**src/rtl/pi_div_pkg.sv**
```systemverilog
`timescale 1ns/1ps
package pi_div_pkg;

   // default geometry of the divider
   localparam int PI_CNT_W_DEF      = 15;
   localparam int PI_CODE_W_DEF     = 4;
   localparam int PI_REMAP_MAX_DEF  = 2;
   localparam int PI_REMAP_ADD_DEF  = 7;

   // map a raw rate code onto the code that sets the divide ratio
   function automatic int pi_eff_code(input int code, input int rmax, input int radd);
      if (code != 0 && code <= rmax) return code + radd;
      return code;
   endfunction

   // largest effective code reachable with a given code width
   function automatic int pi_max_eff(input int code_w, input int rmax, input int radd);
      int top_code;
      top_code = (1 << code_w) - 1;
      if (rmax + radd > top_code) return rmax + radd;
      return top_code;
   endfunction

endpackage

```
**src/rtl/pi_tick_counter.sv**
```systemverilog
`timescale 1ns/1ps
module pi_tick_counter #(
   parameter int CNT_W = pi_div_pkg::PI_CNT_W_DEF
) (
   input  logic             clk,
   input  logic             rst,
   input  logic             tick_en,
   output logic [CNT_W-1:0] cnt_q,
   output logic [CNT_W-1:0] cnt_nxt
);

   localparam logic [CNT_W-1:0] ONE = {{(CNT_W-1){1'b0}}, 1'b1};

   assign cnt_nxt = cnt_q + ONE;

   always_ff @(posedge clk) begin
      if (rst)          cnt_q <= '0;
      else if (tick_en) cnt_q <= cnt_nxt;
   end

endmodule

```
**src/rtl/pi_rate_decode.sv**
```systemverilog
`timescale 1ns/1ps
module pi_rate_decode #(
   parameter int CODE_W    = pi_div_pkg::PI_CODE_W_DEF,
   parameter int CNT_W     = pi_div_pkg::PI_CNT_W_DEF,
   parameter int REMAP_MAX = pi_div_pkg::PI_REMAP_MAX_DEF,
   parameter int REMAP_ADD = pi_div_pkg::PI_REMAP_ADD_DEF
) (
   input  logic [CODE_W-1:0] code_i,
   output logic              active_o,
   output logic [CNT_W-1:0]  mask_o
);

   int eff_c;
   int shift_c;

   assign active_o = (code_i != '0);

   always_comb begin
      eff_c   = pi_div_pkg::pi_eff_code(int'(code_i), REMAP_MAX, REMAP_ADD);
      shift_c = (eff_c == 0) ? 0 : eff_c - 1;
   end

   // bit b of the mask is set when it lies below log2(period)
   for (genvar b = 0; b < CNT_W; b++) begin : g_mask
      assign mask_o[b] = active_o && (shift_c > b);
   end

endmodule

```
**src/rtl/pi_boundary.sv**
```systemverilog
`timescale 1ns/1ps
module pi_boundary #(
   parameter int CNT_W   = pi_div_pkg::PI_CNT_W_DEF,
   parameter bit OUT_REG = 1'b1
) (
   input  logic             clk,
   input  logic             rst,
   input  logic             tick_en,
   input  logic             enable_i,
   input  logic [CNT_W-1:0] mask_i,
   input  logic [CNT_W-1:0] cnt_nxt_i,
   output logic             evt_o
);

   logic hit;

   // the tick that rolls every masked bit to zero is a period boundary
   assign hit = tick_en && enable_i && ((cnt_nxt_i & mask_i) == '0);

   if (OUT_REG) begin : g_reg
      logic evt_q;
      always_ff @(posedge clk) begin
         if (rst) evt_q <= 1'b0;
         else     evt_q <= hit;
      end
      assign evt_o = evt_q;
   end else begin : g_comb
      assign evt_o = hit;
   end

endmodule

```
**src/rtl/periodic_irq_divider.sv**
```systemverilog
`timescale 1ns/1ps
module periodic_irq_divider #(
   parameter int CNT_W     = pi_div_pkg::PI_CNT_W_DEF,
   parameter int CODE_W    = pi_div_pkg::PI_CODE_W_DEF,
   parameter int REMAP_MAX = pi_div_pkg::PI_REMAP_MAX_DEF,
   parameter int REMAP_ADD = pi_div_pkg::PI_REMAP_ADD_DEF,
   parameter bit OUT_REG   = 1'b1
) (
   input  logic              clk,
   input  logic              rst,
   input  logic              tick_en,
   input  logic [CODE_W-1:0] rate_code,
   input  logic              rate_wr,
   input  logic              per_en,
   output logic              evt_o
);

   localparam int MAX_SHIFT = pi_div_pkg::pi_max_eff(CODE_W, REMAP_MAX, REMAP_ADD) - 1;

   // elaboration-time parameter checks
   if (MAX_SHIFT > CNT_W) begin : g_bad_cnt
      $error("periodic_irq_divider: CNT_W too small for slowest rate");
   end
   if (REMAP_MAX < 1 || REMAP_MAX >= (1 << CODE_W)) begin : g_bad_remap
      $error("periodic_irq_divider: REMAP_MAX out of range");
   end
   if (CODE_W < 2) begin : g_bad_code
      $error("periodic_irq_divider: CODE_W must be at least 2");
   end

   logic [CODE_W-1:0] code_q;
   logic [CNT_W-1:0]  cnt_q;
   logic [CNT_W-1:0]  cnt_nxt;
   logic [CNT_W-1:0]  mask;
   logic              active;

   always_ff @(posedge clk) begin
      if (rst)          code_q <= '0;
      else if (rate_wr) code_q <= rate_code;
   end

   pi_tick_counter #(.CNT_W(CNT_W)) u_cnt (
      .clk     (clk),
      .rst     (rst),
      .tick_en (tick_en),
      .cnt_q   (cnt_q),
      .cnt_nxt (cnt_nxt)
   );

   pi_rate_decode #(
      .CODE_W    (CODE_W),
      .CNT_W     (CNT_W),
      .REMAP_MAX (REMAP_MAX),
      .REMAP_ADD (REMAP_ADD)
   ) u_dec (
      .code_i   (code_q),
      .active_o (active),
      .mask_o   (mask)
   );

   pi_boundary #(.CNT_W(CNT_W), .OUT_REG(OUT_REG)) u_bnd (
      .clk       (clk),
      .rst       (rst),
      .tick_en   (tick_en),
      .enable_i  (active && per_en),
      .mask_i    (mask),
      .cnt_nxt_i (cnt_nxt),
      .evt_o     (evt_o)
   );

endmodule

```
**config.mk**
```make
export PLATFORM = sky130hd
export DESIGN_NAME = periodic_irq_divider
export DESIGN_NICKNAME = d
export VERILOG_FILES = /design/src/rtl/pi_div_pkg.sv /design/src/rtl/pi_tick_counter.sv /design/src/rtl/pi_rate_decode.sv /design/src/rtl/pi_boundary.sv /design/src/rtl/periodic_irq_divider.sv
export SDC_FILE = /design/constraint.sdc
export NUM_CORES = 1
export LEC_CHECK = 0
export ABC_AREA = 1
export BUFFER_PORTS_ARGS = -buffer_cell sky130_fd_sc_hd__buf_2
export CAP_MARGIN = 20
export CORE_ASPECT_RATIO = 0.6
export CORE_MARGIN = 3
export CORE_UTILIZATION = 63
export CTS_BUF_LIST = sky130_fd_sc_hd__clkbuf_2 sky130_fd_sc_hd__clkbuf_4 sky130_fd_sc_hd__clkbuf_8
export CTS_CLUSTER_DIAMETER = 60
export DETAILED_ROUTE_END_ITERATION = 7
export PLACE_DENSITY = 0.9
export SLEW_MARGIN = 10
export SYNTH_ARGS = -nofsm -noshare
export SYNTH_HDL_FRONTEND = slang
export SYNTH_HIERARCHICAL = 1
export SYNTH_SLANG_ARGS = --single-unit
```
**constraint.sdc**
```tcl
create_clock -name clk -period 4.17 [get_ports clk]
set_input_delay 0.834 -clock clk [delete_from_list [all_inputs] [get_ports clk]]
set_output_delay 0.834 -clock clk [all_outputs]
set_load 0.02 [all_outputs]
```
[After elaboration in Yosys (flattened, before gate mapping)]
Cells that the tools add are included.
Storage, ports and cells
  bits in registers: 20
  input port bits: 9
  output and inout bits: 1
  word-level logic and storage cells: 50
Operators by class
  $add $sub $neg: 3
  magnitude comparators: 16
  multiplexer cells: 4
  bitwise gates (word level): 1
  reduce and logical (&&, ||, !) cells: 23
Operators with widths (count)
  greater-than comparator 32 x 5 -> 1 bit, second input constant: 7
  greater-than comparator 32 x 4 -> 1 bit, second input constant: 4
  two-way mux 32 bit: 3
  greater-than comparator 32 x 3 -> 1 bit, second input constant: 2
  greater-than comparator 32 x 1 -> 1 bit, second input constant: 1
  greater-than comparator 32 x 2 -> 1 bit, second input constant: 1
  zero test 32 bit: 1
  subtractor 32 x 2 -> 32 bit, second input constant: 1
  logical AND 1 bit: 19
  adder 15 x 1 -> 15 bit, second input constant: 1
  bitwise AND 15 bit: 1
  zero test 15 bit: 1
  nonzero test 4 bit: 2
  adder 4 x 3 -> 5 bit, second input constant: 1
  <= comparator 4 x 2 -> 1 bit, second input constant: 1
  two-way mux 1 bit: 1

[Logic depth before layout (Yosys ltp)]
Gate-level depths: netlist of the first run.
  depth after elaboration: 11
  depth in mapped cells: 23
  gate-level depth less buffers: 23

[Cells and area by module]
Netlist of the first run, hierarchy kept.
Modules (own cells, without submodules)
  pi_tick_counter: instances 1, cells an instance 152, area each 950.9 µm², seq. area each 300.3 µm²
  pi_rate_decode: instances 1, cells an instance 117, area each 679.4 µm², seq. area each 0.0 µm²
  periodic_irq_divider: instances 1, cells an instance 28, area each 180.2 µm², seq. area each 80.1 µm²
  pi_boundary: instances 1, cells an instance 32, area each 142.6 µm², seq. area each 20.0 µm²

[Worst setup path after synthesis of the first run]
No wires, ideal clock.
  path type: reg2reg
  start point: register code_q[0]
  end point: register u_bnd.g_reg.evt_q, in the netlist u_bnd/evt_o
  library setup time: 0.064 ns
  arrival time: 2.455 ns
  required time: 4.106 ns
  slack: 1.651 ns
  cell stages (with the launch flop): 22
  path buffers: 0
  period minus slack after synthesis: 2.519 ns
  cell sequence: dfxtp_1 inv_1 ha_1 inv_1 nand3_4 o21ai_4 nor2_2 nand2_1 inv_1 ha_1 inv_1 nand2_1 nand3_4 inv_2 nand2_1 nor2_1 nor2_1 nand2_1 nand2_1 nor2_1 nand3_1 nor2_1
On the way
  longest elaborated chain between the ends: 11
  elaborated cells between the ends (all ways): 46
  those cells by class: 2 x add/sub; 16 x order compare; 4 x mux; 1 x bitwise; 23 x reduce/logical
RTL lines
  from (decl): RTL line periodic_irq_divider.sv:31  | logic [CODE_W-1:0] code_q;
  from (signal assigned): RTL line periodic_irq_divider.sv:39  | else if (rate_wr) code_q <= rate_code;
  <= comparator 4 x 2 -> 1 bit / nonzero test 4 bit (equally long branches): RTL line pi_div_pkg.sv:12, pi_rate_decode.sv:16
  logical AND 1 bit: RTL line pi_div_pkg.sv:12  | if (code != 0 && code <= rmax) return code + radd;
  two-way mux 32 bit / two-way mux 1 bit (equally long branches): RTL line pi_div_pkg.sv:12
  two-way mux 32 bit: RTL line pi_div_pkg.sv:13  | return code;
  subtractor 32 x 2 -> 32 bit / zero test 32 bit (equally long branches): RTL line pi_rate_decode.sv:20  | shift_c = (eff_c == 0) ? 0 : eff_c - 1;
  two-way mux 32 bit: RTL line pi_rate_decode.sv:20
  greater-than comparator 32 x 4 -> 1 bit: RTL line pi_rate_decode.sv:25  | assign mask_o[b] = active_o && (shift_c > b);
  logical AND 1 bit *: RTL line pi_rate_decode.sv:25
  via mask[6]: RTL line periodic_irq_divider.sv:34  | logic [CNT_W-1:0] mask;
  bitwise AND 15 bit *: RTL line pi_boundary.sv:18  | assign hit = tick_en && enable_i && ((cnt_nxt_i & mask_i) == '0);
  zero test 15 bit *: RTL line pi_boundary.sv:18
  logical AND 1 bit *: RTL line pi_boundary.sv:18
  to (signal assigned): RTL line pi_boundary.sv:24  | else evt_q <= hit;
  to (decl): RTL line pi_boundary.sv:21  | logic evt_q;
The timed path passes the listed nets; every way through them passes the cells marked *.
A chain may end at the register's enable or synchronous reset.

[Final worst setup path of the first run]
  start point: register code_q[1]
  end point: register u_bnd.g_reg.evt_q, in the netlist u_bnd/evt_o
On the way
  longest elaborated chain between the ends: 11
  elaborated cells between the ends (all ways): 46
  those cells by class: 2 x add/sub; 16 x order compare; 4 x mux; 1 x bitwise; 23 x reduce/logical
RTL lines (RTL line)
  <= comparator 4 x 2 -> 1 bit / nonzero test 4 bit (equally long branches): pi_div_pkg.sv:12, pi_rate_decode.sv:16
  logical AND 1 bit: pi_div_pkg.sv:12
  two-way mux 32 bit / two-way mux 1 bit (equally long branches): pi_div_pkg.sv:12
  two-way mux 32 bit: pi_div_pkg.sv:13
  subtractor 32 x 2 -> 32 bit / zero test 32 bit (equally long branches): pi_rate_decode.sv:20
  two-way mux 32 bit: pi_rate_decode.sv:20
  greater-than comparator 32 x 2 -> 1 bit: pi_rate_decode.sv:25
  logical AND 1 bit *: pi_rate_decode.sv:25
  via mask[1]: periodic_irq_divider.sv:34
  bitwise AND 15 bit *: pi_boundary.sv:18
  zero test 15 bit *: pi_boundary.sv:18
  logical AND 1 bit *: pi_boundary.sv:18
Marks and branches as above.

==> results_dict.tcl, run 1 <==
set metrics [dict create \
    power_density_mw_per_mm2 341 \
    min_period_ns 2.93 \
    drc_errors 0 \
    syn_nets 344 \
    dr.first_iter.drc_count 267 \
    num_vias 2041 \
    yosys.area_share.xor_xnor_pct 3.14 \
    synthArstFlopShare_pct 0 \
    grt_pass1_vias 1702 \
    yosysWarnings 6 \
    netlist_area_mm2 0.00195 \
    cts.sinks 20 \
    areaGrowthSynthToFinish_pct 5.77 \
    dp_hpwl_um 3790 \
    yosysUniqueCellTypes 26 \
    arrival_ns 3.12 \
    max_freq_ghz 0.341 \
    cts_tree "done" \
    wl_um 4700 \
    die_area_mm2 0.00383 \
    seq_area_frac_synth_pct 20.5 \
    syn_avg_cell_area_um2 5.94 \
    post_cts_buffers 0 \
    fin_skew_ns 0.00516 \
    synth_cells 329 \
    via_per_inst 5.41 \
    slowest_delay_ns 0.45 \
    n_antenna_cell 0 \
    fin_area_mm2 0.00207 \
    grt_pass1_wl_um 7850 \
    synthMuxAreaShare_pct 0 \
    critical_path_buf_inv_count 5 \
    drv_slew 0 \
    antenna_found_initial 0 \
    rsz0062_at_grt "false" \
    required_ns 4.36 \
    maxCapViolations 0 \
    path_class "flip-flop to flip-flop" \
    synth_ff_type "dfxtp_1" \
    htree_levels 1 \
    worstSkewPairLatency_ns 0.26 \
    hold_viol 0 \
    synthAdderAreaFrac_pct 3.84 \
    hp-class "flip-flop to flip-flop" \
    initial_core_util_pct 71.9 \
    end_kind "flip-flop" \
    synth_top_cell_by_area "dfxtp_1" \
    grt_use_total_pct 25.7 \
    p_leak_nw 1.14 \
    wl_per_cell_um 12.5 \
    die_height_um 49.1 \
    status "finished, final reports clean" \
    cts_hold_buf 0 \
    synth_top_area_share_pct 20.5 \
    synth_compound_area_share_pct 8.20 \
    critical_path.max_fanout 8 \
    die_width_um 77.9 \
    cts_buffer_depth 2 \
    clk_pin_slew_ns 0.08 \
    crit_family "simple AND/OR/NAND/NOR gates" \
    ioPinCount 10 \
    power.total_w 0.000704 \
    cts_buffers 3 \
    routabilityCongestion 0.928 \
    drive_gt1_share_pct 13.9 \
    row_count 14 \
    fin_nets 353 \
    port_buffers 9 \
    fin_tns_setup_ns 0 \
    path_cells "inv_1 > ha_1 > inv_1 > nand4_1 > nand2_1 > nor2_2 > nand2_1 > inv_1 > ha_1 > inv_1 > nand2_1 > nand3_4 > o21ai_2 > o21ai_1 > nand2_1 > nand2_1 > inv_1 > nand4_1 > nor2_1" \
    clockRootBuffer "clkbuf_8" \
    place_area_mm2 0.00199 \
    startpoint_type "flip-flop" \
    core_mm2 0.00272 \
    yosys.area_share.simple_pct 50.4 \
    ir_worst_vdd_v 0.000207 \
    ys_ff_latch 20 \
    setup_viol 0 \
    grt_max_degree 19 \
    drt_first_pass_iters 6 \
    cts_resized 0 \
    period_share_pct 70.3 \
    drtAntennaViolNets 0 \
    synth_top_family_by_area "simple AND/OR/NAND/NOR gates" \
    worst_path_max_delay_cell "dfxtp_1" \
    overflow 0 \
    synth-edff-count 0 \
    synthTopCellsByArea "dfxtp_1 (20%), nand2_1 (18%), inv_1 (10%)" \
]
logic make-up (layout without fill, tap and decap cells):
| group | Yosys count | count (layout) |
|---|---|---|
| AND/OR/NAND/NOR | 204 | 204 |
| buffers and inverters | 62 | 70 |
| AO/OA/AOI/OAI | 29 | 29 |
| flip-flops | 20 | 20 |
| XOR/XNOR | 7 | 7 |
| adder cells (fa/ha/maj) | 6 | 6 |
| other | 1 | 1 |
worst reg2reg max path, stage by stage (launching register included):
cell and delay (ns):
dfxtp_1 0.45, inv_1 0.13, ha_1 0.21, inv_1 0.21, nand4_1 0.21, nand2_1 0.17, nor2_2 0.08, nand2_1 0.10
inv_1 0.06, ha_1 0.26, inv_1 0.04, nand2_1 0.10, nand3_4 0.14, o21ai_2 0.22, o21ai_1 0.09, nand2_1 0.06
nand2_1 0.05, inv_1 0.04, nand4_1 0.11, nor2_1 0.13
cell type report:
type | instances | area (µm²)
Sequential cell | 20 | 400
Fill cell | 217 | 649
Inverter | 57 | 214
Clock buffer | 3 | 41.3
Clock inverter | 1 | 30.0
Timing Repair Buffer | 9 | 45.0
Tap cell | 40 | 50.0
Multi-Input combinational cell | 247 | 1280
power by group:
part | internal (W) | total (W) | switching (W)
Sequential | 0.000204 | 0.000219 | 0.0000148
Combinational | 0.0000957 | 0.000293 | 0.000197
Clock | 0.000128 | 0.000193 | 0.0000651
Total | 0.000428 | 0.000704 | 0.000277
path summary, 6_finish.rpt:
| check | from | to | slack, ns | cells past startpoint |
|---|---|---|---|---|
| worst min-delay path | code_q[0] | code_q[0] | 0.53 | 2 |
| worst min register to register | code_q[0] | code_q[0] | 0.53 | 2 |
| worst max-delay path | code_q[1] | u_bnd/evt_o | 1.24 | 19 |
| worst max register to register | code_q[1] | u_bnd/evt_o | 1.24 | 19 |
metal layers:
| layer | vias up | GRT usage [%] | wire length, µm |
|---|---|---|---|
| li1 | 1034 | - | - |
| met1 | 898 | 39.1 | 2290 |
| met2 | 103 | 36.6 | 1830 |
| met3 | 6 | 5.90 | 542 |
| met4 | 0 | 4.14 | 34 |
| met5 | - | 0 | 0 |
through the flow:
step / utilization [%] / std cells / hold WS, ns / worst slack (ns)
after floorplan: - / 329 / 0.486 / 1.65
after global placement: 73.5 / 373 / 0.514 / 1.43
after global routing: 76.1 / 377 / 0.588 / 0.846
after detailed placement: 73.5 / 373 / 0.510 / 1.30
after CTS: 76.1 / 377 / 0.521 / 1.26
final: 76.1 / 377 / 0.526 / 1.24
placed cells by master, fill, tap and decap left out, types with 5 or more instances in the layout:
cell type and count:
nor2_1 44, nand3_4 5, nand2_1 96, xor2_1 7
nand4_1 14, nand2_2 9, nand3_1 19, o21ai_0 8
buf_2 9, a21oi_1 16, nor2_2 8, ha_1 6
inv_1 54, dfxtp_1 20
cells in the mapped netlist, types with 2 or more instances:
master,number
a21oi_1,16
buf_6,3
dfxtp_1,20
ha_1,6
inv_1,54
inv_2,3
nand2_1,96
nand2_2,9
nand2_4,2
nand3_1,19
nand3_4,5
nand4_1,14
nor2_1,44
nor2_2,8
nor2_4,3
nor3_1,2
o21ai_0,8
o21ai_1,3
xor2_1,7
flip-flops by register name (all words and copies together), names as in the netlist:
signal       cells
u_cnt/cnt_q     15
code_q           4
u_bnd/evt_o      1
Note: power is estimated with default switching activity, not from simulation.
==> inputs of run 2 (changes only) <==
Settings changed: ABC_AREA 1 to 0, CORE_UTILIZATION 63 to 57, PLACE_DENSITY 0.9 to 0.86.
Clock period 4.17 ns to 2.45 ns, I/O delays scaled along.
==> results_dict.tcl, run 2 <==
set metrics [dict create \
    end_kind "flip-flop" \
    yosysUniqueCellTypes 52 \
    placed_cells 275 \
    min_period_ns 2.96 \
    ys_ff_latch 20 \
    cts_buffers 3 \
    synth_top_family_by_area "simple AND/OR/NAND/NOR gates" \
    required_ns 2.64 \
    areaGrowthSynthToFinish_pct 22.1 \
    dp_hpwl_um 3610 \
    antenna_found_initial 0 \
    synth_top_area_share_pct 23.5 \
    path_cells "inv_4 > ha_4 > or3_4 > nor3_4 > nor2_2 > ha_4 > nand3_2 > or4_1 > o31ai_1 > a211oi_1 > a222oi_1 > nand3_1 > nor4_2" \
    final_common_cell "buf_4" \
    drv_slew 0 \
    clockRootBuffer "clkbuf_8" \
    arrival_ns 3.15 \
    layout_common_cells "buf_4 (30), nor2_1 (18), dfxtp_1 (18)" \
    grt_use_total_pct 28.0 \
    overflow 0 \
    grt_max_degree 23 \
    max_freq_ghz 0.338 \
    fin_skew_ns 0.00945 \
    seq_area_frac_synth_pct 23.5 \
    ir_worst_vdd_v 0.000426 \
    preCtsSetupSlack_ns -0.560 \
    fin_util_pct 78.1 \
    startpoint_type "flip-flop" \
    synthTopCellsByCount "dfxtp_1 (20), nor2_1 (19), nand2_1 (15)" \
    cts.sinks 20 \
    period_share_pct 121 \
    finalNonFillerCells 279 \
    die_area_mm2 0.00370 \
    drtAntennaViolNets 0 \
    cts_tree "done" \
    wl_per_cell_um 18.3 \
    setup_ws_ns -0.510 \
    hp-class "input pin to flip-flop" \
    drt_first_pass_iters 6 \
    largest_register_ffs 15 \
    synthArstFlopShare_pct 0 \
    fin_nets 255 \
    htree_levels 1 \
    synth_ff_type "dfxtp_1" \
    row_count 14 \
    worst_path_max_delay_cell "or4_1" \
    wl_um 5090 \
    syn_avg_cell_area_um2 8.19 \
    yosysMostFrequentCell "dfxtp_1" \
    status "finished with violations" \
    maxCapViolations 0 \
    syn_nets 223 \
    worst_path_most_repeated_cell "ha_4" \
    grt_pass1_vias 1702 \
    drc_errors 0 \
    yosys.area_share.xor_xnor_pct 9.25 \
    drive_gt1_share_pct 31.4 \
    synth_cells 208 \
    p_leak_nw 0.851 \
    holdWs_ns 0.471 \
    ioPinCount 10 \
    netlist_area_mm2 0.00170 \
    yosys.area_share.simple_pct 29.9 \
    rsz0062_at_grt "true" \
    violations "negative setup slack" \
    cts_buffer_depth 2 \
    hold_viol 0 \
    synth_top_cell_by_area "dfxtp_1" \
    slowest_delay_ns 0.42 \
    power_density_mw_per_mm2 511 \
    port_buffers 9 \
    regMostFlops "u_cnt/cnt_q" \
    initial_core_util_pct 64.0 \
    grt_pass1_wl_um 8370 \
    via_per_inst 6.52 \
    synth-edff-count 0 \
    path_class "flip-flop to flip-flop" \
    yosysWarnings 6 \
    synthTopCellsByArea "dfxtp_1 (23%), xor2_1 (6.2%), ha_1 (4.4%)" \
    dr.first_iter.drc_count 266 \
    synthAdderAreaFrac_pct 4.41 \
    n_antenna_cell 0 \
    core_mm2 0.00266 \
    die_width_um 76.6 \
    synthMuxAreaShare_pct 4.85 \
    clk_pin_slew_ns 0.09 \
    num_vias 1818 \
    critical_path.max_fanout 4 \
    synth_compound_area_share_pct 18.9 \
    routabilityCongestion 0.869 \
    setup_viol 1 \
    post_cts_buffers 0 \
    die_height_um 48.4 \
    fillCellCount 178 \
    worstSkewPairLatency_ns 0.27 \
]
## run 2: cell type report
| class | instances | area [µm²] | area share [%] |
|---|---|---|---|
| tap | 40 | 50.0 | 2.41 |
| inverter | 12 | 50.0 | 2.41 |
| timing repair buffer | 39 | 270 | 13.0 |
| multi-input combinational | 164 | 1230 | 59.2 |
| clock buffer | 3 | 41.3 | 1.98 |
| clock inverter | 1 | 30.0 | 1.44 |
| sequential | 20 | 408 | 19.6 |
## run 2: path summary, 6_finish.rpt
kind / from / to / slack (ns) / depth (start not counted)
worst min-delay path: rate_code[0] / code_q[0] / 0.47 / 3
worst max-delay path: code_q[1] / u_bnd/evt_o / -0.51 / 13
worst min register to register: u_cnt/cnt_q[12] / u_cnt/cnt_q[12] / 0.53 / 2
worst max register to register: code_q[1] / u_bnd/evt_o / -0.51 / 13
## run 2: timing repair
item,CTS,global route
resized for setup,4,7
hold endpoints to repair,0,0
pin swaps,4,3
endpoints found under the setup margin,1,1
hold buffers,0,0
## run 2: power breakdown
group          internal (W)  switching [W]  total [W]
logic              0.000175       0.000199   0.000374
clock network      0.000219       0.000124   0.000343
registers          0.000332      0.0000130   0.000345
total              0.000726       0.000336    0.00106
## run 2: cells by family (layout without fill, tap and decap cells)
group | Yosys count | after routing
multiplexers | 8 | 8
adder cells (fa/ha/maj) | 6 | 6
flip-flops | 20 | 20
other | 1 | 1
AND/OR/NAND/NOR | 85 | 85
buffers and inverters | 24 | 55
AO/OA/AOI/OAI | 46 | 46
XOR/XNOR | 18 | 18
## run 2: worst max-delay path: cells and delay by family, from the launching register on
| kind | cells | cell delay (ns) |
|---|---|---|
| adders and majority gates | 2 | 0.43 |
| and+or+nand+nor | 7 | 1.45 |
| DFF | 1 | 0.38 |
| buffers and inverters | 1 | 0.04 |
| AOI/OAI and AO/OA | 3 | 0.56 |
## run 2: through the flow
| step | TNS [ns] | area, µm² | total power, W |
|---|---|---|---|
| floorplan | -0.385 | 1740 | 0.000543 |
| detailed placement | -0.560 | 1950 | 0.000691 |
| global placement | -0.346 | 1950 | 0.000669 |
| finish | -0.510 | 2080 | 0.00106 |
| global route | -0.597 | 2080 | 0.00110 |
| CTS | -0.457 | 2040 | 0.00104 |
## run 2: metal layers
| metal | up-vias | share of wire [%] | GRT usage [%] |
|---|---|---|---|
| met5 | - | 0 | 0 |
| met4 | 0 | 3.3 | 11.4 |
| met3 | 27 | 11 | 6.30 |
| met2 | 120 | 45 | 42.7 |
| met1 | 847 | 41 | 38.2 |
| li1 | 824 | - | - |
